File: config.mk
export PLATFORM = sky130hd
export DESIGN_NAME = rect_copy_engine
export DESIGN_NICKNAME = d
export VERILOG_FILES = /design/src/rtl/rce_pkg.sv /design/src/rtl/rce_regs.sv /design/src/rtl/rce_walker.sv /design/src/rtl/rce_rop.sv /design/src/rtl/rect_copy_engine.sv
export SDC_FILE = /design/constraint.sdc
export NUM_CORES = 1
export LEC_CHECK = 0
export ABC_AREA = 1
export BUFFER_PORTS_ARGS = -buffer_cell sky130_fd_sc_hd__buf_2
export CAP_MARGIN = 10
export CORE_UTILIZATION = 35
export DETAILED_ROUTE_END_ITERATION = 10
export GPL_ROUTABILITY_DRIVEN = 0
export PLACE_DENSITY_LB_ADDON = 0.08
export RECOVER_POWER = 100
export SKIP_LAST_GASP = 1
export SLEW_MARGIN = 0
export SYNTH_ARGS = -nofsm -noshare
export SYNTH_HDL_FRONTEND = slang
export SYNTH_SLANG_ARGS = --single-unit
File: constraint.sdc
create_clock -name clk -period 16.32 [get_ports clk]
set_clock_uncertainty 0.05 [all_clocks]
set_input_delay 0.816 -clock clk [delete_from_list [all_inputs] [get_ports clk]]
set_output_delay 0.816 -clock clk [all_outputs]
set_load 0.05 [all_outputs]
File: src/rtl/rce_pkg.sv
package rce_pkg;

  localparam logic [2:0] REG_SRC   = 3'd0;
  localparam logic [2:0] REG_SIZE  = 3'd1;
  localparam logic [2:0] REG_PMASK = 3'd2;
  localparam logic [2:0] REG_ROP   = 3'd3;
  localparam logic [2:0] REG_CTRL  = 3'd4;
  localparam logic [2:0] REG_DST   = 3'd5;

  localparam logic [3:0] ROP_CLEAR = 4'd0;
  localparam logic [3:0] ROP_COPY  = 4'd3;
  localparam logic [3:0] ROP_XOR   = 4'd6;
  localparam logic [3:0] ROP_INV   = 4'd10;
  localparam logic [3:0] ROP_SET   = 4'd15;

  typedef struct packed {
    logic [15:0] x;
    logic [15:0] y;
  } xy_t;

  typedef enum logic [2:0] {
    ST_IDLE,
    ST_SETUP,
    ST_RSRC,
    ST_RDST,
    ST_WR,
    ST_DONE
  } state_e;

endpackage

File: src/rtl/rce_regs.sv
module rce_regs
  import rce_pkg::*;
(
  input  logic        clk,
  input  logic        rst_n,
  input  logic        wr,
  input  logic [2:0]  addr,
  input  logic [31:0] wdata,
  input  logic        busy,
  output xy_t         src,
  output xy_t         size,
  output xy_t         dst,
  output logic [7:0]  pmask,
  output logic [3:0]  rop,
  output logic        start
);

  logic [31:0] ctrl_q;

  // a trigger counts only when idle and the control plane is clear
  assign start = wr && (addr == REG_DST) && !busy && (ctrl_q == '0);

  always_ff @(posedge clk) begin
    if (!rst_n) begin
      src    <= '0;
      size   <= '0;
      dst    <= '0;
      pmask  <= 8'hFF;
      rop    <= ROP_COPY;
      ctrl_q <= '0;
    end else if (wr) begin
      case (addr)
        REG_SRC:   src    <= wdata;
        REG_SIZE:  size   <= wdata;
        REG_PMASK: pmask  <= wdata[7:0];
        REG_ROP:   rop    <= wdata[3:0];
        REG_CTRL:  ctrl_q <= wdata;
        REG_DST:   if (start) dst <= wdata;
        default: ;
      endcase
    end
  end

endmodule

File: src/rtl/rce_walker.sv
module rce_walker #(
  parameter int CW = 16
) (
  input  logic          clk,
  input  logic          rst_n,
  input  logic          load,
  input  logic          step,
  input  logic [CW-1:0] w,
  input  logic [CW-1:0] h,
  input  logic          row_rev,
  input  logic          col_rev,
  output logic [CW-1:0] row_off,
  output logic [CW-1:0] col_off,
  output logic          last
);

  logic [CW-1:0] i_q, j_q, wl_q, hl_q;
  logic          rr_q, cr_q;

  always_ff @(posedge clk) begin
    if (!rst_n) begin
      i_q  <= '0;
      j_q  <= '0;
      wl_q <= '0;
      hl_q <= '0;
      rr_q <= 1'b0;
      cr_q <= 1'b0;
    end else if (load) begin
      i_q  <= '0;
      j_q  <= '0;
      wl_q <= w;
      hl_q <= h;
      rr_q <= row_rev;
      cr_q <= col_rev;
    end else if (step) begin
      if (j_q == wl_q - 1'b1) begin
        j_q <= '0;
        i_q <= i_q + 1'b1;
      end else begin
        j_q <= j_q + 1'b1;
      end
    end
  end

  // the reversal flags mirror the offsets within the rectangle
  assign row_off = rr_q ? (hl_q - 1'b1 - i_q) : i_q;
  assign col_off = cr_q ? (wl_q - 1'b1 - j_q) : j_q;
  assign last    = (i_q == hl_q - 1'b1) && (j_q == wl_q - 1'b1);

  a_r4_index_bound: assert property (@(posedge clk) disable iff (!rst_n)
    step |-> (i_q < hl_q) && (j_q < wl_q));

endmodule

File: src/rtl/rce_rop.sv
module rce_rop
  import rce_pkg::*;
(
  input  logic [3:0] op,
  input  logic [7:0] mask,
  input  logic [7:0] src_pix,
  input  logic [7:0] dst_pix,
  output logic [7:0] res
);

  always_comb begin
    case (op)
      ROP_CLEAR: res = dst_pix & ~mask;
      ROP_COPY:  res = (dst_pix & ~mask) | (src_pix & mask);
      ROP_XOR:   res = dst_pix ^ (src_pix & mask);
      ROP_INV:   res = dst_pix ^ mask;
      ROP_SET:   res = dst_pix | mask;
      default:   res = dst_pix;
    endcase
  end

  // unmasked destination bits pass through untouched
  always_comb begin
    a_r7_unmasked_hold: assert (((res ^ dst_pix) & ~mask) == 8'h00);
  end

endmodule

File: src/rtl/rect_copy_engine.sv
module rect_copy_engine
  import rce_pkg::*;
#(
  parameter int  BUF_W    = 64,
  parameter int  BUF_H    = 32,
  localparam int BUF_SIZE = BUF_W * BUF_H,
  localparam int MA_W     = $clog2(BUF_SIZE)
) (
  input  logic            clk,
  input  logic            rst_n,
  input  logic            reg_wr,
  input  logic [2:0]      reg_addr,
  input  logic [31:0]     reg_wdata,
  output logic            mem_req,
  output logic            mem_we,
  output logic [MA_W-1:0] mem_addr,
  output logic [7:0]      mem_wdata,
  input  logic [7:0]      mem_rdata,
  output logic            busy,
  output logic            done
);

  localparam int CW    = 16;
  localparam int LIN_W = 18 + $clog2(BUF_W);

  xy_t        src_r, size_r, dst_r;
  logic [7:0] pmask_r;
  logic [3:0] rop_r;
  logic       start;

  state_e     st;
  xy_t        src_q;
  logic [7:0] mask_q, src_pix;
  logic [3:0] op_q;

  logic [CW-1:0]    w_cl, h_cl, row_off, col_off;
  logic             last, load, step, skip;
  logic [LIN_W-1:0] src_lin, dst_lin;

  rce_regs u_regs (
    .clk   (clk),
    .rst_n (rst_n),
    .wr    (reg_wr),
    .addr  (reg_addr),
    .wdata (reg_wdata),
    .busy  (busy),
    .src   (src_r),
    .size  (size_r),
    .dst   (dst_r),
    .pmask (pmask_r),
    .rop   (rop_r),
    .start (start)
  );

  // clamp to the buffer dimensions
  assign w_cl = (size_r.x > CW'(BUF_W)) ? CW'(BUF_W) : size_r.x;
  assign h_cl = (size_r.y > CW'(BUF_H)) ? CW'(BUF_H) : size_r.y;

  assign load = (st == ST_SETUP);
  assign step = (st == ST_WR) || ((st == ST_RSRC) && skip);

  rce_walker #(.CW(CW)) u_walk (
    .clk     (clk),
    .rst_n   (rst_n),
    .load    (load),
    .step    (step),
    .w       (w_cl),
    .h       (h_cl),
    .row_rev (dst_r.y > src_r.y),
    .col_rev (dst_r.x > src_r.x),
    .row_off (row_off),
    .col_off (col_off),
    .last    (last)
  );

  // linear address from row and column
  function automatic logic [LIN_W-1:0] lin_of(logic [15:0] bx, logic [15:0] by,
                                               logic [CW-1:0] ox, logic [CW-1:0] oy);
    logic [16:0] px, py;
    px = {1'b0, bx} + {1'b0, ox};
    py = {1'b0, by} + {1'b0, oy};
    return LIN_W'(py) * LIN_W'(BUF_W) + LIN_W'(px);
  endfunction

  assign src_lin = lin_of(src_q.x, src_q.y, col_off, row_off);
  assign dst_lin = lin_of(dst_r.x, dst_r.y, col_off, row_off);
  assign skip    = (src_lin >= LIN_W'(BUF_SIZE)) || (dst_lin >= LIN_W'(BUF_SIZE));

  always_ff @(posedge clk) begin
    if (!rst_n) begin
      st      <= ST_IDLE;
      src_q   <= '0;
      mask_q  <= '0;
      op_q    <= '0;
      src_pix <= '0;
    end else begin
      case (st)
        ST_IDLE, ST_DONE: st <= start ? ST_SETUP : ST_IDLE;
        ST_SETUP: begin
          src_q  <= src_r;
          mask_q <= pmask_r;
          op_q   <= rop_r;
          st     <= ((w_cl == '0) || (h_cl == '0)) ? ST_DONE : ST_RSRC;
        end
        ST_RSRC: begin
          if (skip) st <= last ? ST_DONE : ST_RSRC;
          else      st <= ST_RDST;
        end
        ST_RDST: begin
          src_pix <= mem_rdata;
          st      <= ST_WR;
        end
        ST_WR:   st <= last ? ST_DONE : ST_RSRC;
        default: st <= ST_IDLE;
      endcase
    end
  end

  assign mem_req  = ((st == ST_RSRC) && !skip) || (st == ST_RDST) || (st == ST_WR);
  assign mem_we   = (st == ST_WR);
  assign mem_addr = MA_W'((st == ST_RSRC) ? src_lin : dst_lin);
  assign busy     = (st == ST_SETUP) || (st == ST_RSRC) || (st == ST_RDST) || (st == ST_WR);
  assign done     = (st == ST_DONE);

  rce_rop u_rop (
    .op      (op_q),
    .mask    (mask_q),
    .src_pix (src_pix),
    .dst_pix (mem_rdata),
    .res     (mem_wdata)
  );

  a_r11_write_after_dst_read: assert property (@(posedge clk) disable iff (!rst_n)
    (mem_req && mem_we) |-> ($past(mem_req) && !$past(mem_we) && ($past(mem_addr) == mem_addr)));

  a_r10_busy_needs_trigger: assert property (@(posedge clk) disable iff (!rst_n)
    $rose(busy) |-> $past(start));

  a_r10_done_one_cycle: assert property (@(posedge clk) disable iff (!rst_n)
    done |=> !done);

  a_r10_no_access_idle: assert property (@(posedge clk) disable iff (!rst_n)
    mem_req |-> busy);

endmodule

* Word level (Yosys, flattened, before mapping)
Cells that the tools add are included.
** Word-level totals
- Word-level logic and storage cells :: 106
- Bits in registers :: 261
- Input bits :: 46
- Output and inout port bits :: 23
** Cells by class
- Magnitude comparators :: 6
- Mux-type cells :: 12
- Eq/ne operators :: 16
- Bitwise operators :: 8
- Add/sub/neg operators :: 12
- Reduce and logical (&&, ||, !) cells :: 31
** Operator list (count)
- 16-bit 2-to-1 mux :: 5
- 16-bit by 16-bit adder with 17-bit output :: 4
- 23-bit by 17-bit adder with 24-bit output :: 2
- 24-bit by 12-bit greater-or-equal comparator with 1-bit output (second input constant) :: 2
- 8-bit case mux with 5 select lines :: 1
- 16-bit by 1-bit adder with 16-bit output (second input constant) :: 2
- 16-bit == test :: 2
- 16-bit greater-than comparator :: 2
- 16-bit zero test :: 2
- 32-bit zero test :: 1
- 16-bit by 1-bit subtractor with 16-bit output (second input constant) :: 2
- 16-bit subtractor :: 2
- 8-bit bitwise AND :: 2
- 16-bit by 6-bit greater-than comparator with 1-bit output (second input constant) :: 1
- 16-bit by 7-bit greater-than comparator with 1-bit output (second input constant) :: 1
- 8-bit OR :: 2
- 8-bit bitwise XOR :: 2
- 3-bit case mux with 5 select lines :: 1
- 3-bit by 2-bit == test with 1-bit output (second input constant) :: 4
- 3-bit == test (second input constant) :: 4
- 2-bit AND reduction :: 6
- 11-bit 2-to-1 mux :: 1
- 3-bit 2-to-1 mux :: 3
- 4-bit == test (second input constant) :: 2
- 13 further kinds :: 29

* Depth between registers and ports, before layout
Gate-level depths: netlist of run 1.
- Word-level depth :: 11
- Depth in mapped cells :: 45
- Gate-level depth less buffers :: 44

* Cells and area by module
Synthesis of run 1 repeated with hierarchy kept, for this count alone.
** Unflattened totals
- Cell total of the unflattened synthesis :: 2864
- Area, all modules :: 18834.3 um2
** By module, submodules not included
- rect_copy_engine :: cells an instance 1288, seq. area each 1101.1 um2, area each 7828.8 um2, instances 1
- rce_walker :: cells an instance 804, seq. area each 1321.3 um2, area each 5297.6 um2, instances 1
- rce_regs :: cells an instance 641, seq. area each 2802.7 um2, area each 5087.4 um2, instances 1
- rce_rop :: cells an instance 131, seq. area each 0.0 um2, area each 620.6 um2, instances 1

* Worst setup path after synthesis of run 1
OpenSTA, ideal clock, no wires.
- Kind :: reg2out
- Start :: register u_walk.hl_q[0]
- End :: output mem_req
- Path slack :: 10039 ps
- Buffers on the path :: 0
- Data arrival time :: 5415 ps
- Required time :: 15454 ps
- Cell stages (with the launch flop) :: 41
- Path through :: dfxtp_1 > inv_1 > ha_1 > xor2_1 > ha_1 > a21oi_1 > o21ai_0 > nand2_1 > nand2_1 > a21oi_1 > nor2_1 > o21ai_0 > nand2_1 > nand2_1 > nand3_1 > o21ai_0 > ha_1 > nand2_1 > [5 not listed] > fa_1 > inv_1 > ha_1 > a21oi_1 > nor2_1 > nor2_1 > nand2_1 > a21oi_1 > inv_1 > nand2_1 > inv_1 > nand2_1 > nand2_1 > nand2_1 > nand3_1 > nor2_2 > nand4_1 > nand3b_1
** Between the ends
- Word-level cells in the longest chain between the ends :: 11
- Elaborated cells between the ends (all ways) :: 14
- Those cells by class :: 6 x add/sub; 2 x order compare; 1 x mux; 5 x reduce/logical
** Ends and longest elaborated chain
- from (decl) :: RTL line rce_walker.sv:17 : logic [CW-1:0] i_q, j_q, wl_q, hl_q;
- from (signal assigned) :: RTL line rce_walker.sv:32 : hl_q <= h;
- 16-bit by 1-bit subtractor with 16-bit output (*) :: RTL line rce_walker.sv:46 : assign row_off = rr_q ? (hl_q - 1'b1 - i_q) : i_q;
- 16-bit subtractor (*) :: RTL line rce_walker.sv:46
- 16-bit 2-to-1 mux (*) :: RTL line rce_walker.sv:46
- 16-bit by 16-bit adder with 17-bit output :: RTL line rect_copy_engine.sv:81 : py = {1'b0, by} + {1'b0, oy};
- 23-bit by 17-bit adder with 24-bit output :: RTL line rect_copy_engine.sv:82 : return LIN_W'(py) * LIN_W'(BUF_W) + LIN_W'(px);
- 24-bit by 12-bit greater-or-equal comparator with 1-bit output :: RTL line rect_copy_engine.sv:87 : assign skip = (src_lin >= LIN_W'(BUF_SIZE)) || (dst_lin >= LIN_W'(BUF_SIZE));
- 1-bit logical OR (*) :: RTL line rect_copy_engine.sv:87
- 1-bit zero test (*) :: RTL line rect_copy_engine.sv:119 : assign mem_req = ((st == ST_RSRC) && !skip) || (st == ST_RDST) || (st == ST_WR);
- 1-bit logical AND (*) :: RTL line rect_copy_engine.sv:119
- 1-bit logical OR (*) (2 in series) :: RTL line rect_copy_engine.sv:119
- to (decl) :: RTL line rect_copy_engine.sv:14 : output logic mem_req,
Mark *: on every way between the ends. The rest lies on a longest branch, timed or not.

* Worst setup path after layout of run 1
- Start :: register u_walk.hl_q[2]
- End :: register u_walk.j_q[3]
** Between the ends
- Word-level cells in the longest chain between the ends :: 9
- Elaborated cells between the ends (all ways) :: 12
- Those cells by class :: 6 x add/sub; 2 x order compare; 1 x mux; 3 x reduce/logical
** Ends and longest elaborated chain
- 16-bit by 1-bit subtractor with 16-bit output (*) :: RTL line rce_walker.sv:46
- 16-bit subtractor (*) :: RTL line rce_walker.sv:46
- 16-bit 2-to-1 mux (*) :: RTL line rce_walker.sv:46
- 16-bit by 16-bit adder with 17-bit output :: RTL line rect_copy_engine.sv:81
- 23-bit by 17-bit adder with 24-bit output :: RTL line rect_copy_engine.sv:82
- 24-bit by 12-bit greater-or-equal comparator with 1-bit output :: RTL line rect_copy_engine.sv:87
- 1-bit logical OR (*) :: RTL line rect_copy_engine.sv:87
- 1-bit logical AND (*) :: RTL line rect_copy_engine.sv:60 : assign step = (st == ST_WR) || ((st == ST_RSRC) && skip);
- 1-bit logical OR (*) :: RTL line rect_copy_engine.sv:60
- to (signal assigned) :: RTL line rce_walker.sv:40 : j_q <= j_q + 1'b1;
- to (decl) :: RTL line rce_walker.sv:17
Marks and branches as above.
A chain may end at the register's enable or synchronous reset.

==> results_dict.tcl, run 1 <==
set metrics [dict create \
    start_kind "register" \
    io_pins 69 \
    leakage_nw 9.124 \
    synthTopCellsByArea "dfxtp_1, nand2_1, ha_1" \
    port_buffers 68 \
    dieWidth_um 227.4 \
    ff2ff_setup_slack_ns 7.92 \
    timing.rr.start "u_walk.hl_q[2]$_SDFFE_PN0P_" \
    period_minus_slack_ns 8.403 \
    grt_max_degree 81 \
    wl_per_cell_um 16.74 \
    grt_pass1_wl_um 88710 \
    failed_checks "max-capacitance violations, max-slew violations" \
    critPathMaxStageDelay_ns 0.88 \
    n_fill_cell 5413 \
    power_switching_share 0.3678 \
    met3WireLength_um 2013 \
    hold_path_class "register to register" \
    grt_usage 0.2192 \
    cts_root_buffer "clkbuf_16" \
    fin_crit_sh 0.5149 \
    area_growth_pct 10.50 \
    cp.arrival_ns 8.85 \
    timing.final.max_slew_violations 366 \
    hp-start "u_walk.hl_q[15]$_SDFFE_PN0P_" \
    drc_errors 0 \
    syn-num-nets 2823 \
    max_freq_mhz 119.0 \
    seqPwrFrac 0.360 \
    antenna_found_initial 0 \
    max-slew-margin-rel -1.565 \
    clock-sinks 261 \
    comb_power_share 0.289 \
    die_y_um 227.4 \
    clk_pin_slew_ns 0.06 \
    synth-edff-count 0 \
    cts_max_path_buffers 3 \
    drt_pass1_iterations 5 \
    final_cell_area_mm2 0.01965 \
    tightest_slew_ns 3.847 \
    row_count 82 \
    async_flop_share 0 \
    p_int_mw 1.201 \
    seq_area_frac_synth 0.2938 \
    syn_avg_cell_area_um2 6.820 \
    drt-initial-drc-count 1063 \
    yosys.area.top_type "dfxtp_1" \
    yosysUniqueCellTypes 58 \
    wl_met1_um 27290 \
    end_kind "register" \
    worstSetupPathType "register to register" \
    placed_cell_area_mm2 0.01878 \
    tns_ns 0 \
    cts_tree "done" \
    syn-instance-count 2608 \
    hpwl_um 43990 \
    finalSetupViolations 0 \
    cts_buffers 31 \
    hold_viol 0 \
    initial_core_util 0.3545 \
    clk_latency_ns 0.58 \
    synth_area_mm2 0.01779 \
    outcome "complete, but fails checks" \
    power_switching_mw 0.6985 \
    powerDensity_mw_per_mm2 96.63 \
    synth_flop_cell "dfxtp_1" \
    avgViaCountPerCell 5.030 \
    drive_gt1_frac 0.05955 \
    vias 16810 \
    core_area_mm2 0.05017 \
    worst_path_most_repeated_cell "nand2_1" \
    ys_ff_latch 261 \
    nNetsFinal 2863 \
    cts-htree-levels 1 \
    worstSetupStartpoint "u_walk.hl_q[2]$_SDFFE_PN0P_" \
    grt_overflow 0 \
    cts_resized 0 \
    ant_nets 0 \
    postCtsHoldBufs 0 \
    required_ns 16.77 \
    postRouteWirelength_um 55970 \
    crit_fanout 33 \
    yosys_warnings 0 \
    yosysTopAreaCellShare 0.2938 \
    irDropWorstVdd_uv 76.68 \
    postCtsSetupBuffers 0 \
    route.top_layer_used "met4" \
    clkPwrFrac 0.351 \
    dr_wl_met2_um 25450 \
    fp.dieArea_mm2 0.05172 \
    grt_pass1_vias 15890 \
    rsz0062_at_grt "false" \
    cap_violations 6 \
    slowest_stage "nand2_1" \
]
synthesized netlist by cell type, types with 3 or more instances:
| library cell | count |
|---|---|
| ha_1 | 143 |
| fa_1 | 26 |
| nand3b_1 | 15 |
| xor2_1 | 81 |
| nand3_1 | 143 |
| nor2_1 | 224 |
| o2111ai_1 | 4 |
| nand4_1 | 24 |
| buf_6 | 3 |
| o221ai_1 | 3 |
| a21o_1 | 8 |
| a21oi_1 | 244 |
| nand3_2 | 5 |
| xnor2_1 | 13 |
| nor3_1 | 26 |
| inv_2 | 8 |
| a22o_1 | 3 |
| o21ai_1 | 4 |
| a31o_2 | 3 |
| inv_1 | 365 |
| and3_1 | 5 |
| o31ai_1 | 4 |
| or2_2 | 19 |
| nor4_1 | 21 |
| dfxtp_1 | 261 |
| o21ai_0 | 243 |
| o21bai_1 | 3 |
| nand2_2 | 15 |
| nor2_2 | 6 |
| o211ai_1 | 8 |
| a31oi_1 | 16 |
| and2_1 | 3 |
| o22ai_1 | 31 |
| clkbuf_1 | 66 |
| nand2_1 | 528 |
metal layers:
metal	global-route usage	vias to the layer above
li1	-	8689
met2	0.3642	311
met5	0	-
met4	0.04871	0
met3	0.02078	76
met1	0.3054	7738
sequential cells by signal, indices dropped and copies added, names as in the netlist:
register       count
src_pix            8
u_walk.wl_q       16
u_regs.rop         4
u_regs.ctrl_q     32
u_regs.src        32
u_walk.cr_q        1
u_walk.rr_q        1
u_walk.hl_q       16
op_q               4
u_regs.dst        32
st                 3
src_q             32
mask_q             8
u_walk.i_q        16
u_regs.size       32
u_regs.pmask       8
u_walk.j_q        16
cells by family after synthesis:
group | share of synthesized area
AND/OR/NAND/NOR | 0.2554
flip-flops | 0.2938
XOR/XNOR | 0.04629
buffers and inverters | 0.09659
adder cells (fa/ha/maj) | 0.1299
AO/OA/AOI/OAI | 0.1781
worst max-delay path, delay by kind of cell (launching register included):
family,cells,cell delay [ns]
DFF,1,0.35
buffers and inverters,3,0.19
and+or+nand+nor,19,3.92
adders and majority gates,4,1.44
AOI/OAI and AO/OA,9,1.80
xor gates and xnor gates,2,0.51
power groups by stage:
stage | registers, mW | logic (mW) | clock network (mW)
after floorplan | 0.688 | 0.413 | 0
after global placement | 0.697 | 0.557 | 0
after detailed placement | 0.697 | 0.560 | 0
after CTS | 0.683 | 0.562 | 0.691
after global routing | 0.687 | 0.605 | 0.717
final | 0.684 | 0.548 | 0.667
final cells by class:
type / instances / area [µm²] / share of cell area
Clock buffer: 49 / 933.4 / 0.04749
Tap cell: 672 / 840.8 / 0.04278
Clock inverter: 6 / 40.04 / 0.002037
Multi-Input combinational cell: 1898 / 10830 / 0.5509
Sequential cell: 261 / 5225 / 0.2659
Inverter: 375 / 1408 / 0.07162
Antenna cell: 1 / 2.502 / 0.0001273
Timing Repair Buffer: 81 / 377.9 / 0.01923
placed cells by master (no fill, tap or decap), drive strengths merged, types with 16 or more instances in the layout:
master	instances
nor3	29
nand4	25
ha	143
nor2	231
o21ai	248
dfxtp	261
a21oi	247
buf	49
o22ai	31
nand2	545
nand3	148
clkbuf	81
xor2	81
a31oi	16
fa	26
nor4	21
inv	374
or2	19
stage by stage:
stage	power [mW]	setup WS [ns]	instances	hold WS, ns	utilization
finish	1.899	7.917	3343	0.3912	0.3917
global placement	1.254	9.034	3286	0.3788	0.3742
CTS	1.936	8.316	3341	0.3935	0.3936
global route	2.009	7.101	3342	0.3996	0.3917
floorplan	1.101	10.04	2608	0.3700	-
detailed placement	1.257	8.973	3286	0.3851	0.3742
worst paths after layout:
path / to / depth (start not counted)
worst max-delay path: u_walk.j_q[3]$_SDFFE_PP0P_ / 37
worst min-delay path: u_walk.hl_q[15]$_SDFFE_PN0P_ / 2
worst max register to register: u_walk.j_q[3]$_SDFFE_PP0P_ / 37
worst min register to register: u_walk.hl_q[15]$_SDFFE_PN0P_ / 2
Note: power is estimated with default switching activity, not from simulation.
==> run 2, diff against run 1 <==
clock period = 6.85 ns   (was 16.32 ns; I/O delays follow)
==> results_dict.tcl, run 2 (same netlist as run 1, synthesis figures left out) <==
set metrics [dict create \
    period_minus_slack_ns 6.551 \
    outcome "complete, but fails checks" \
    area_growth_pct 18.99 \
    cap_violations 5 \
    rsz0062_at_grt "true" \
    finalPower_mw 4.891 \
    hp-start "reg_wdata[29]" \
    critPathMaxStageDelay_ns 0.56 \
    grt_pass1_vias 16030 \
    cts-htree-levels 2 \
    clk_pin_slew_ns 0.06 \
    timing.final.max_slew_violations 283 \
    irDropWorstVdd_uv 142.5 \
    vias 17030 \
    row_count 82 \
    tightest_slew_ns 2.945 \
    slowest_stage "fa_1" \
    drt-initial-drc-count 1075 \
    drc_errors 0 \
    die_y_um 227.4 \
    dp.cells 3296 \
    path_buf_inv 5 \
    dieWidth_um 227.4 \
    hold_viol 0 \
    start_kind "register" \
    required_ns 6.46 \
    drive_gt1_frac 0.1409 \
    path_delay_family "simple AND/OR/NAND/NOR gates" \
    core_area_mm2 0.05017 \
    failed_checks "max-capacitance violations, max-slew violations" \
    grt_usage 0.2217 \
    hpwl_um 43810 \
    layout_common_cells "nand2_1, inv_1, dfxtp_1" \
    multi_input_area_mm2 0.01179 \
    drt_pass1_iterations 5 \
    whs_path_depth 3 \
    grt_max_degree 81 \
    nNetsFinal 2908 \
    crit_cells 34 \
    antenna_found_initial 0 \
    powerDensity_mw_per_mm2 231.1 \
    instances_no_fill 3390 \
    cp.arrival_ns 6.16 \
    end_kind "output pin" \
    register_area_mm2 0.005229 \
    grt_overflow 0 \
    wl_per_cell_um 16.84 \
    hold_path_class "input pin to register" \
    avgViaCountPerCell 5.024 \
    diodes 0 \
    fin_crit_sh 0.9563 \
    cts_root_buffer "clkbuf_16" \
    worstRegToRegCells 37 \
    leakage_nw 9.540 \
    final_cell_area_mm2 0.02116 \
    crit_fanout 6 \
    grt_pass1_wl_um 88440 \
    finalSetupViolations 0 \
    max-slew-margin-rel -0.9633 \
    cts_max_path_buffers 3 \
    max_freq_mhz 152.7 \
    postRouteWirelength_um 57080 \
    cts_buffers 34 \
    placed_cell_area_mm2 0.01885 \
    n_fill_cell 5272 \
    ant_nets 0 \
    clk_latency_ns 0.55 \
    timing.rr.start "u_walk.hl_q[2]$_SDFFE_PN0P_" \
    io_pins 69 \
    port_buffers 68 \
    initial_core_util 0.3545 \
    worstSetupPathType "register to output pin" \
    fp.dieArea_mm2 0.05172 \
    layout.cells.most_common "nand2_1" \
    clock-sinks 261 \
    cts_tree "done" \
    worstSetupStartpoint "u_walk.hl_q[2]$_SDFFE_PN0P_" \
]
run 2: cell count changes in the layout (fill, tap and decap cells not counted), sizes merged:
cell	before	now
inv	374	373
diode	1	0
clkinv	6	12
buf	49	92
bufinv	0	1
dlygate4sd3	0	7
clkbuf	81	73
run 2: layout make-up:
class	instances	area share
sequential	261	0.2471
inverter	375	0.06663
clock buffer	49	0.04860
timing repair buffer	123	0.03571
clock inverter	12	0.005380
multi-input combinational	1898	0.5569
tap	672	0.03973
run 2: where the power goes:
part / leakage (nW) / internal [mW] / switching, mW
Combinational: 6.86 / 0.443 / 1.01
Sequential: 2.11 / 1.58 / 0.0510
Clock: 0.567 / 1.09 / 0.718
run 2: routing by layer:
layer | share of wire | global-route usage | vias to the layer above
met2 | 0.44 | 0.3505 | 336
met1 | 0.47 | 0.2995 | 7828
li1 | - | - | 8766
met3 | 0.046 | 0.03252 | 102
met4 | 0.041 | 0.09439 | 0
met5 | 0 | 0 | -
run 2: path summary, 6_finish.rpt:
| kind | to | slack, ns |
|---|---|---|
| max | mem_req | 0.30 |
| min | u_regs.ctrl_q[29]$_SDFFE_PN0P_ | 0.04 |
| max reg2reg | u_walk.j_q[11]$_SDFFE_PP0P_ | 0.76 |
| min reg2reg | u_walk.hl_q[15]$_SDFFE_PN0P_ | 0.39 |
run 2: what timing repair did:
| item | CTS | global route |
|---|---|---|
| pin swaps | 4 | 74 |
| gates resized for setup | 24 | 187 |
| endpoints found under the hold margin | 9 | 0 |
| setup endpoints to repair | 1 | 33 |
| hold buffers | 7 | 0 |
| buffers inserted | 1 | 24 |
run 2: per-stage QoR:
| step | setup WS, ns | util | hold slack, ns | setup TNS (ns) |
|---|---|---|---|---|
| finish | 0.2993 | 0.4218 | 0.04183 | 0 |
| detailed placement | 0.1795 | 0.3757 | 0.3871 | 0 |
| floorplan | 1.043 | - | 0.3700 | 0 |
| global placement | 0.2235 | 0.3757 | 0.3812 | 0 |
| CTS | 0.002079 | 0.4021 | 0.006848 | 0 |
| global route | -0.1184 | 0.4218 | 0.02962 | -0.1184 |
run 2: worst register-to-register path, delay by kind of cell (launching register included):
kind / cells / cell delay [ns]
and+or+nand+nor: 18 / 2.04
adders and majority gates: 4 / 1.31
AOI/OAI and AO/OA: 8 / 1.21
buffers and inverters: 5 / 0.62
xor gates and xnor gates: 2 / 0.36
DFF: 1 / 0.34
==> run 3, diff against run 2 <==
BUFFER_PORTS_ARGS = unset   (was -buffer_cell sky130_fd_sc_hd__buf_2)
DONT_BUFFER_PORTS = 1   (was unset)
==> results_dict.tcl, run 3 (same netlist as run 1, synthesis figures left out) <==
set metrics [dict create \
    timing.rr.start "u_walk.hl_q[1]$_SDFFE_PN0P_" \
    finalPower_mw 4.998 \
    fp.dieArea_mm2 0.05172 \
    rsz0062_at_grt "true" \
    grt_overflow 0 \
    register_area_mm2 0.005234 \
    max_freq_mhz 150.9 \
    failed_checks "max-capacitance violations, max-slew violations" \
    n_fill_cell 5309 \
    clock-sinks 261 \
    cts_root_buffer "clkbuf_16" \
    power_switching_mw 1.782 \
    drc_errors 0 \
    layout.cells.most_common "nand2_1" \
    row_count 82 \
    antenna_found_initial 2 \
    outcome "complete, but fails checks" \
    nNetsFinal 2871 \
    core_area_mm2 0.05017 \
    initial_core_util 0.3545 \
    powerDensity_mw_per_mm2 235.1 \
    final_core_util 0.4238 \
    cts_tree "done" \
    worst_path_most_repeated_cell "nand2_1" \
    port_buffers 0 \
    drt_pass1_iterations 7 \
    p_int_mw 3.216 \
    postRouteWirelength_um 57670 \
    critPathMaxStageDelay_ns 0.57 \
    end_kind "output pin" \
    grt_pass1_vias 15850 \
    max-slew-margin-rel -1.501 \
    cap_violations 8 \
    power_switching_share 0.3566 \
    worstRegToRegCells 40 \
    period_minus_slack_ns 6.628 \
    comb_power_share 0.288 \
    drive_gt1_frac 0.1264 \
    start_kind "register" \
    io_pins 69 \
    dp_slack_ns 0.1305 \
    wl_per_cell_um 17.20 \
    die_y_um 227.4 \
    cp.arrival_ns 6.24 \
    worstReg2RegEnd "u_walk.i_q[6]$_SDFFE_PP0P_" \
    seqPwrFrac 0.326 \
    grt_max_degree 148 \
    avgViaCountPerCell 5.069 \
    instances_no_fill 3354 \
    area_growth_pct 19.55 \
    grt_pass1_wl_um 88710 \
    critPathCapture "mem_req" \
    dieWidth_um 227.4 \
    cts_buffers 34 \
    cts-htree-levels 2 \
    worstSetupPathType "register to output pin" \
    fin_crit_sh 0.9676 \
    hold_path_class "input pin to register" \
    clk_latency_ns 0.55 \
    slowest_stage "fa_1" \
    leakage_nw 9.573 \
    finalSetupViolations 0 \
    clkPwrFrac 0.387 \
    tightest_slew_ns 3.752 \
    placed_cell_area_mm2 0.01852 \
    hpwl_um 44000 \
    fin_ws_ns 0.2218 \
    final_cell_area_mm2 0.02126 \
    clk_pin_slew_ns 0.07 \
    irDropWorstVdd_uv 163.1 \
    dp.cells 3229 \
    vias 17000 \
    crit_fanout 4 \
    diodes 0 \
    hold_viol 0 \
    ff2ff_setup_slack_ns 0.54 \
    grt_usage 0.2221 \
    worstSetupStartpoint "u_walk.hl_q[1]$_SDFFE_PN0P_" \
    ant_nets 0 \
    drt-initial-drc-count 1113 \
    timing.final.max_slew_violations 272 \
    required_ns 6.46 \
    cts_max_path_buffers 3 \
    layout_common_cells "nand2_1, inv_1, dfxtp_1" \
    multi_input_area_mm2 0.01182 \
]
==> run 3: cell count changes in the layout (fill, tap and decap cells not counted), moves of 5 or more <==
cell           previous run  this run
buf_2                    47         0
buf_4                    42        35
clkbuf_1                 26        14
dlygate4sd3_1             7        37
nand2_2                  48        42
nand2_4                   6        12
nor2_4                    3         8
==> run 3: per-layer routing <==
metal,wire (µm),up-vias,share of wire,global-route usage
met5,0,-,0,0
met4,1671,0,0.029,0.07318
met3,2322,84,0.040,0.02943
met2,26210,320,0.45,0.3635
met1,27470,7894,0.48,0.3001
li1,-,8703,-,-
==> run 3: repair_timing <==
item                       CTS  global route
buffers inserted             3            21
gates resized for setup     37           195
pin swaps                    9            84
setup endpoints to repair    1            33
hold endpoints to repair   148             0
hold buffers                38             0
==> run 3: worst min-delay path by stage <==
| stage | depth (start not counted) | to | startpoint | slack [ns] |
|---|---|---|---|---|
| after floorplan | 2 | u_walk.wl_q[15]$_SDFFE_PN0P_ | u_walk.wl_q[15]$_SDFFE_PN0P_ | 0.37 |
| after global placement | 2 | u_walk.wl_q[15]$_SDFFE_PN0P_ | u_walk.wl_q[15]$_SDFFE_PN0P_ | 0.38 |
| after detailed placement | 2 | u_walk.wl_q[15]$_SDFFE_PN0P_ | u_walk.wl_q[15]$_SDFFE_PN0P_ | 0.38 |
| after CTS | 2 | u_walk.cr_q$_SDFFE_PN0P_ | rst_n | 0.01 |
| after global routing | 2 | u_walk.cr_q$_SDFFE_PN0P_ | rst_n | 0.0005 |
| final | 2 | u_walk.cr_q$_SDFFE_PN0P_ | rst_n | 0.04 |
==> run 3: worst max-delay path, delay by kind of cell, from the launching register on <==
kind	cells	cell delay [ns]
AND/OR/NAND/NOR	17	1.89
adder cells (fa/ha/maj)	5	1.55
buffers and inverters	9	0.97
AO/OA/AOI/OAI	4	0.63
flip-flops	1	0.35
XOR/XNOR	2	0.30
==> run 3: power by group through the flow <==
stage	registers, mW	logic (mW)	clock network [mW]
4_1_cts	1.63	1.34	1.99
5_1_grt	1.63	1.56	2.06
3_3_place_gp	1.66	1.26	0
6_report	1.63	1.44	1.93
3_5_place_dp	1.66	1.27	0
2_1_floorplan	1.64	0.983	0
==> run 3: cell type report <==
| type | count | area share |
|---|---|---|
| Multi-Input combinational cell | 1898 | 0.5559 |
| Sequential cell | 261 | 0.2461 |
| Inverter | 375 | 0.06632 |
| Timing Repair Buffer | 86 | 0.03478 |
| Clock inverter | 15 | 0.01071 |
| Clock buffer | 47 | 0.04660 |
| Tap cell | 672 | 0.03954 |
==> run 3: per-stage QoR <==
step                      setup TNS [ns]  hold slack (ns)
after floorplan                        0           0.3700
after global placement                 0           0.3797
after global routing            -0.08406        0.0004654
after CTS                              0          0.01356
after detailed placement               0           0.3848
final                                  0          0.03599
